**src/rtl/cnt8_pkg.sv**
```systemverilog
package cnt8_pkg;
   typedef enum logic [1:0] {
      SEL_CNT  = 2'd0,
      SEL_OPT  = 2'd1,
      SEL_FLAG = 2'd2
   } wsel_e;

   localparam int OPT_SRC      = 0;
   localparam int OPT_EDGE     = 1;
   localparam int OPT_PSA      = 2;
   localparam int OPT_RATE_LSB = 3;
endpackage

```
**src/rtl/cnt8_edge_sync.sv**
```systemverilog
module cnt8_edge_sync #(
   parameter int STAGES = 2
) (
   input  logic clk,
   input  logic rst_n,
   input  logic pin,
   input  logic fall_sel,
   output logic edge_o
);
   logic [STAGES-1:0] chain_q;
   logic              prev_q;

   generate
      if (STAGES < 2) begin : g_bad
         $error("cnt8_edge_sync: STAGES must be at least 2");
      end
      for (genvar g = 0; g < STAGES; g++) begin : g_sync
         if (g == 0) begin : g_first
            always_ff @(posedge clk or negedge rst_n)
               if (!rst_n) chain_q[0] <= 1'b0;
               else        chain_q[0] <= pin;
         end else begin : g_next
            always_ff @(posedge clk or negedge rst_n)
               if (!rst_n) chain_q[g] <= 1'b0;
               else        chain_q[g] <= chain_q[g-1];
         end
      end
   endgenerate

   always_ff @(posedge clk or negedge rst_n)
      if (!rst_n) prev_q <= 1'b0;
      else        prev_q <= chain_q[STAGES-1];

   always_comb begin
      if (fall_sel) edge_o = prev_q & ~chain_q[STAGES-1];
      else          edge_o = chain_q[STAGES-1] & ~prev_q;
   end
endmodule

```
**src/rtl/cnt8_prescaler.sv**
```systemverilog
module cnt8_prescaler #(
   parameter int RATE_W = 3
) (
   input  logic              clk,
   input  logic              rst_n,
   input  logic              in_tick,
   input  logic              clr,
   input  logic              for_timer,
   input  logic [RATE_W-1:0] rate,
   output logic              tick_o
);
   localparam int PRE_W = 2 ** RATE_W;
   localparam int K_W   = RATE_W + 1;

   logic [PRE_W-1:0] cnt_q;
   logic [PRE_W-1:0] mask;
   logic [K_W-1:0]   k_w;

   // timer side uses one more divide stage than the watchdog side
   always_comb begin
      if (for_timer) k_w = {1'b0, rate} + 1'b1;
      else           k_w = {1'b0, rate};
   end

   generate
      for (genvar g = 0; g < PRE_W; g++) begin : g_mask
         assign mask[g] = (k_w > K_W'(g));
      end
   endgenerate

   always_ff @(posedge clk or negedge rst_n)
      if (!rst_n)       cnt_q <= '0;
      else if (clr)     cnt_q <= '0;
      else if (in_tick) cnt_q <= cnt_q + 1'b1;

   assign tick_o = in_tick && ((cnt_q & mask) == mask);
endmodule

```
**src/rtl/cnt8_presc_timer.sv**
```systemverilog
module cnt8_presc_timer #(
   parameter int CNT_W       = 8,
   parameter int RATE_W      = 3,
   parameter int SYNC_STAGES = 2
) (
   input  logic             clk,
   input  logic             rst_n,
   input  logic             icyc_en,
   input  logic             ext_pin,
   input  logic             wdt_base,
   input  logic             wr_en,
   input  logic [1:0]       wr_sel,
   input  logic [CNT_W-1:0] wr_data,
   output logic [CNT_W-1:0] count_q,
   output logic             ovf_flag,
   output logic             wdt_tick
);
   import cnt8_pkg::*;

   localparam int OPT_W = OPT_RATE_LSB + RATE_W;

   generate
      if (RATE_W < 1 || RATE_W > 4) begin : g_bad_rate
         $error("cnt8_presc_timer: RATE_W out of range 1..4");
      end
      if (CNT_W < OPT_W) begin : g_bad_width
         $error("cnt8_presc_timer: CNT_W too narrow for option field");
      end
   endgenerate

   logic [OPT_W-1:0]  opt_q;
   logic              src_ext, edge_fall, psa_sel;
   logic [RATE_W-1:0] rate_sel;
   logic              cnt_wr, opt_wr, flag_wr;
   logic              pin_edge, src_tick, pre_in, pre_tick, tmr_tick, wrap;

   assign src_ext   = opt_q[OPT_SRC];
   assign edge_fall = opt_q[OPT_EDGE];
   assign psa_sel   = opt_q[OPT_PSA];
   assign rate_sel  = opt_q[OPT_RATE_LSB +: RATE_W];

   assign cnt_wr  = wr_en && (wr_sel == SEL_CNT);
   assign opt_wr  = wr_en && (wr_sel == SEL_OPT);
   assign flag_wr = wr_en && (wr_sel == SEL_FLAG);

   cnt8_edge_sync #(.STAGES(SYNC_STAGES)) u_sync (
      .clk      (clk),
      .rst_n    (rst_n),
      .pin      (ext_pin),
      .fall_sel (edge_fall),
      .edge_o   (pin_edge)
   );

   assign src_tick = src_ext ? pin_edge : icyc_en;
   assign pre_in   = psa_sel ? wdt_base : src_tick;

   cnt8_prescaler #(.RATE_W(RATE_W)) u_pre (
      .clk       (clk),
      .rst_n     (rst_n),
      .in_tick   (pre_in),
      .clr       (cnt_wr && !psa_sel),
      .for_timer (!psa_sel),
      .rate      (rate_sel),
      .tick_o    (pre_tick)
   );

   assign tmr_tick = psa_sel ? src_tick : pre_tick;
   assign wdt_tick = psa_sel ? pre_tick : wdt_base;
   assign wrap     = tmr_tick && !cnt_wr && (count_q == {CNT_W{1'b1}});

   always_ff @(posedge clk or negedge rst_n)
      if (!rst_n)      opt_q <= '1;
      else if (opt_wr) opt_q <= wr_data[OPT_W-1:0];

   always_ff @(posedge clk or negedge rst_n)
      if (!rst_n)        count_q <= '0;
      else if (cnt_wr)   count_q <= wr_data;
      else if (tmr_tick) count_q <= count_q + 1'b1;

   // a wrap beats a clearing write on the same clock
   always_ff @(posedge clk or negedge rst_n)
      if (!rst_n)       ovf_flag <= 1'b0;
      else if (wrap)    ovf_flag <= 1'b1;
      else if (flag_wr) ovf_flag <= wr_data[0];
endmodule

```
**config.mk**
```make
export PLATFORM = sky130hd
export DESIGN_NAME = cnt8_presc_timer
export DESIGN_NICKNAME = d
export VERILOG_FILES = /design/src/rtl/cnt8_pkg.sv /design/src/rtl/cnt8_edge_sync.sv /design/src/rtl/cnt8_prescaler.sv /design/src/rtl/cnt8_presc_timer.sv
export SDC_FILE = /design/constraint.sdc
export NUM_CORES = 1
export LEC_CHECK = 0
export ABC_CLOCK_PERIOD_IN_PS = 2500
export BUFFER_PORTS_ARGS = -buffer_cell sky130_fd_sc_hd__clkbuf_2
export CELL_PAD_IN_SITES_DETAIL_PLACEMENT = 0
export CELL_PAD_IN_SITES_GLOBAL_PLACEMENT = 1
export CORE_ASPECT_RATIO = 0.9
export CORE_MARGIN = 4
export CORE_UTILIZATION = 30
export CTS_CLUSTER_DIAMETER = 80
export DETAILED_ROUTE_END_ITERATION = 12
export PLACE_DENSITY = 0.62
export SKIP_LAST_GASP = 1
export SYNTH_ARGS = -nofsm -noshare
export SYNTH_HDL_FRONTEND = slang
export SYNTH_SLANG_ARGS = --single-unit
```
**constraint.sdc**
```tcl
create_clock -name clk -period 2.5 [get_ports clk]
set_input_delay 0.5 -clock clk [delete_from_list [all_inputs] [get_ports clk]]
set_output_delay 0.5 -clock clk [all_outputs]
set_load 0.01 [all_outputs]
```
# After elaboration in Yosys (flattened, before gate mapping)
# Cells that the tools add are included.
[word_totals]
regBits = 26
in_bits = 16
elab_cells = 52
out_inout_bits = 10
[classes]
mux = 12
add_sub_neg = 3
n_eq_ne = 4
magnitude_cmp = 8
reduce_logical = 13
bitwise_logic = 5
[ops]
columns = ["cell", "n"]
rows = [
  ["2-to-1 mux 8 bit", 4],
  ["adder 8 x 1 -> 8 bit, second input constant", 2],
  ["greater-than comparator 4 x 3 -> 1 bit, second input constant", 4],
  ["AND 8 bit", 1],
  ["equality test 8 bit", 1],
  ["equality test 8 bit, second input constant", 1],
  ["greater-than comparator 4 x 1 -> 1 bit, second input constant", 2],
  ["greater-than comparator 4 x 2 -> 1 bit, second input constant", 2],
  ["logical AND 1 bit", 7],
  ["2-to-1 mux 1 bit", 7],
  ["nonzero test 2 bit", 3],
  ["adder 3 x 1 -> 4 bit, second input constant", 1],
  ["2-to-1 mux 4 bit", 1],
  ["AND 1 bit", 2],
  ["equality test 2 x 1 -> 1 bit, second input constant", 1],
  ["equality test 2 bit, second input constant", 1],
  ["zero test 1 bit", 2],
  ["zero test 2 bit", 1],
  ["inverter 1 bit", 2],
]

# Depth between registers and ports, before layout
[logic_depth]
ltp_word = 10
mapped_depth = 8
mapped_depth_nobuf = 7

# Cells and area by module
# Synthesis repeated with hierarchy kept, for this count alone.
[unflattened]
hier_cells = 147
hier_area_um2 = 1498.9
[modules_own_cells]
columns = ["module", "instances", "cells_each", "seq_area_each_um2", "area_per_inst_um2"]
rows = [
  ["cnt8_presc_timer", 1, 76, 382.9, 814.5],
  ["cnt8_prescaler", 1, 65, 200.2, 586.8],
  ["cnt8_edge_sync", 1, 6, 75.1, 97.6],
]

# Worst setup path before layout
# No wires, ideal clock.
[synth_path]
path_type = "flip-flop to output port"
start = "reg opt_q[2]"
end = "out wdt_tick"
stages_incl_launch_ff = 7
setup_slack_ps = 387
path_buffers = 1
t_required_ps = 2000
t_arrival_ps = 1613
path_cell_list = "dfstp_2 clkbuf_1 nand2b_1 o221ai_1 a21oi_2 a221o_1 a21boi_1"
[synth_between]
elab_chain_len = 6
elab_cells_between_ends = 14
classes_between = "order compare: 8; eq/ne: 1; mux: 3; bitwise: 1; reduce/logical: 1"
[synth_lines]
columns = ["item", "line_no", "rtl"]
rows = [
  ["start, declared", "cnt8_presc_timer.sv:31", "logic [OPT_W-1:0] opt_q;"],
  ["start signal, assigned", "cnt8_presc_timer.sv:73", "else if (opt_wr) opt_q <= wr_data[OPT_W-1:0];"],
  ["2-to-1 mux 4 bit", "cnt8_prescaler.sv:21", "if (for_timer) k_w = {1'b0, rate} + 1'b1;"],
  ["greater-than comparator 4 x 1 -> 1 bit (tied with other cells)", "cnt8_prescaler.sv:27", "assign mask[g] = (k_w > K_W'(g));"],
  ["AND 8 bit", "cnt8_prescaler.sv:36", "assign tick_o = in_tick && ((cnt_q & mask) == mask);"],
  ["equality test 8 bit", "cnt8_prescaler.sv:36", ""],
  ["logical AND 1 bit", "cnt8_prescaler.sv:36", ""],
  ["2-to-1 mux 1 bit *", "cnt8_presc_timer.sv:68", "assign wdt_tick = psa_sel ? pre_tick : wdt_base;"],
  ["end, declared", "cnt8_presc_timer.sv:16", "output logic wdt_tick"],
]
# Every way passes the cells marked *; elsewhere a longest branch is shown, timed or not.

# Worst setup path in the final report
# Same ends and word-level chain as after synthesis.

==> impl_metrics.ini <==
[clocking]
cts.sinks = 26
root_buffer = clkbuf_8
clock_path_buffers = 2
numCtsBuffers = 3
cts_tree = done
clkLatencyLatePin_ns = 0.28
hold_buffers = 0
h-tree-depth = 1
clkTransAtPathRegs_ns = 0.09

[worst_setup_path]
crit_family = compound AO/OA/AOI/OAI gates
worst_setup_path_end_kind = output pin
crit_chain = and4b_1 -> a211oi_2 -> a21oi_2 -> a221o_1 -> a21boi_1 -> buf_2
cp_max_fo = 4
cp.required_ns = 2.00
arrival_ns = 2.05
critical-path-slowest-cell = dfstp_2
critPathBufInv = 1
critPathMaxStageDelay_ns = 0.59
worst_setup_path_start_kind = flop
crit_type = reg2out

[drt]
vias = 1335
first_pass_iters = 4
drt_iter0_drc = 52
avgViaCountPerCell = 5.26
drt-total-wl_mm = 3.93
postRouteAntennaNets = 0
wl_per_cell_um = 15.5
drc = 0

[timing]
finalHoldViolCount = 0
finalSetupViolations = 1
setup_tns_ns = -0.0463
slew_headroom = 0.532
clock.fmax_mhz = 393
fin_crit_sh = 1.02
min_period_ns = 2.55
drv_slew = 0
clock_skew_ns = 0.00180
final.setup.worst_slack_ns = -0.0463
rsz0062_at_grt = yes
worst_pin_slew_ns = 0.702

[synthesis]
synth_compound_area_frac = 0.200
yosys.area_share.simple = 0.209
synth_xor_area_frac = 0.0401
yosysTopAreaCell = dfrtp_1
syn_nets = 173
synth-seq-area-share = 0.430
synth-seq-cells = 26
synth_top_cell_area_share = 0.327
synth_top_family_by_area = simple AND/OR/NAND/NOR gates
syn_inst = 154
ys_top_cells_by_area = dfrtp_1 (33%), dfstp_2 (10%), mux2_2 (5.2%)
yosysUniqueCellTypes = 43
yosysWarnings = 0
synthAdderAreaFrac = 0.0245
synth_area_um2 = 1530
synth.area.mux_share = 0.0581
avgSynthCellArea_um2 = 9.94

[grt]
grt_remaining_overflow = 0
grt_pass1_wl_mm = 6.31
antenna_found_initial = 0
grt_pass1_vias = 1287
grt_usage = 0.127
grt_max_degree = 27

[placed_design]
finalWeightedCongestion = 0.851
dp_slack_ns = 0.161
io_buffers = 25
hpwlAfterDp_mm = 2.77
place_inst = 244

[outcome]
status = complete, but fails checks
violations = negative setup slack

[power_and_ir_drop]
p_sw_mw = 0.667
power.leakage_nw = 0.831
p_int_mw = 0.999
finalPower_mw = 1.67
clkPwrFrac = 0.154
pwr-share-seq = 0.422
power_density_nw_per_um2 = 889
switching_share = 0.400
power_frac_comb = 0.423
ir_drop_v = 0.000309

[job]
cap_violations = 0

[die]
die_x_um = 83.3
die_h_um = 75.8
initial_core_util = 0.313
row_count = 24
design.core.area_um2 = 4890
die-area_um2 = 6310
io_pins = 26

[layout]
n_fill_cell = 501
ff_latch_area_um2 = 658
final_common_cell = clkbuf_2
syn_to_final_growth_pct = 22.5
final_cell_mix = clkbuf_2 (24), dfrtp_1 (20), nor2_1 (16), nand2_1 (12), buf_4 (10)
stdcell_count = 254
fin_nets = 209
drive_above_1_share = 0.339
multi_input_area_um2 = 848
antenna-diode-count = 0

[worst_hold_path]
hp-class = in2async
-- synthesized netlist by cell type, drive strengths merged --
| library cell | instances |
|---|---|
| ha | 3 |
| a211oi | 2 |
| or3 | 1 |
| mux2 | 7 |
| a21boi | 1 |
| dfstp | 6 |
| nand3b | 4 |
| o2111ai | 3 |
| nor2 | 17 |
| nor3 | 2 |
| nand3 | 7 |
| dfrtp | 20 |
| nor2b | 1 |
| buf | 2 |
| clkbuf | 3 |
| a221o | 1 |
| o21ai | 10 |
| and4b | 1 |
| mux2i | 1 |
| o31a | 1 |
| a31oi | 2 |
| a2bb2oi | 1 |
| a21oi | 6 |
| nand2b | 2 |
| nand4 | 4 |
| o221ai | 1 |
| nor3b | 3 |
| or3b | 2 |
| nand2 | 12 |
| xor2 | 3 |
| o211ai | 4 |
| xnor2 | 4 |
| a211o | 1 |
| inv | 8 |
| a41o | 2 |
| a22oi | 3 |
| and3 | 3 |
-- state kept, by name, summed over array words and instances (netlist names) --
name	flops
count_q	8
u_sync.prev_q	1
u_pre.cnt_q	8
ovf_flag	1
u_sync.chain_q	2
opt_q	6
-- kinds of logic (layout without fill, tap and decap cells) --
kind of cell    after synthesis  after routing
simple gates                 59             59
buf+inv                      13             48
xor+xnor                      7              7
flops                        26             26
fa+ha+maj                     3              3
compound gates               38             38
mux                           8              8
-- cell type report --
class                      instances  share of cell area
multi-input combinational        115               0.453
sequential                        26               0.351
timing repair buffer              36               0.113
tap                               65              0.0434
clock buffer                       4              0.0240
inverter                           8              0.0160
-- stage by stage --
stage          hold slack (ns)   util  cell area (um2)
2_1_floorplan            0.204      -             1530
3_3_place_gp             0.342  0.357             1750
3_5_place_dp             0.338  0.357             1750
4_1_cts                  0.272  0.379             1850
5_1_grt                  0.309  0.383             1870
6_report                 0.250  0.383             1870
-- final timing paths --
kind | endpoint | slack [ns] | cells past startpoint | start
max | wdt_tick | -0.05 | 6 | opt_q[2]$_DFFE_PN1P_
min | count_q[6]$_DFFE_PN0P_ | 0.25 | 1 | rst_n
max reg2reg | count_q[4]$_DFFE_PN0P_ | 0.38 | 8 | opt_q[2]$_DFFE_PN1P_
min reg2reg | u_sync.chain_q[1]$_DFF_PN0_ | 0.36 | 0 | u_sync.chain_q[0]$_DFF_PN0_
max in group asynchronous | u_pre.cnt_q[1]$_DFFE_PN0P_ | 1.80 | 1 | rst_n
min in group clk | u_sync.chain_q[0]$_DFF_PN0_ | 0.33 | 1 | ext_pin
-- power groups by stage --
stage	clock network, mW	registers, mW	logic (mW)
3_5_place_dp	0	0.713	0.637
2_1_floorplan	0	0.705	0.433
5_1_grt	0.284	0.721	0.786
4_1_cts	0.272	0.700	0.683
3_3_place_gp	0	0.703	0.617
6_report	0.257	0.704	0.705
-- per-layer routing --
layer | track usage | wire length, um | share of wire | vias up
met1 | 0.165 | 1830 | 0.47 | 659
met2 | 0.209 | 1860 | 0.47 | 35
met3 | 0.0216 | 139 | 0.035 | 9
met4 | 0.0635 | 94 | 0.024 | 0
met5 | 0 | 0 | 0 | -
li1 | - | - | - | 632
-- what timing repair did --
action,CTS,global route
endpoints found under the setup margin,1,1
pin swaps,2,1
hold endpoints to repair,0,0
setup buffers,5,1
resized for setup,3,4
(Power assumes the default switching activity.)
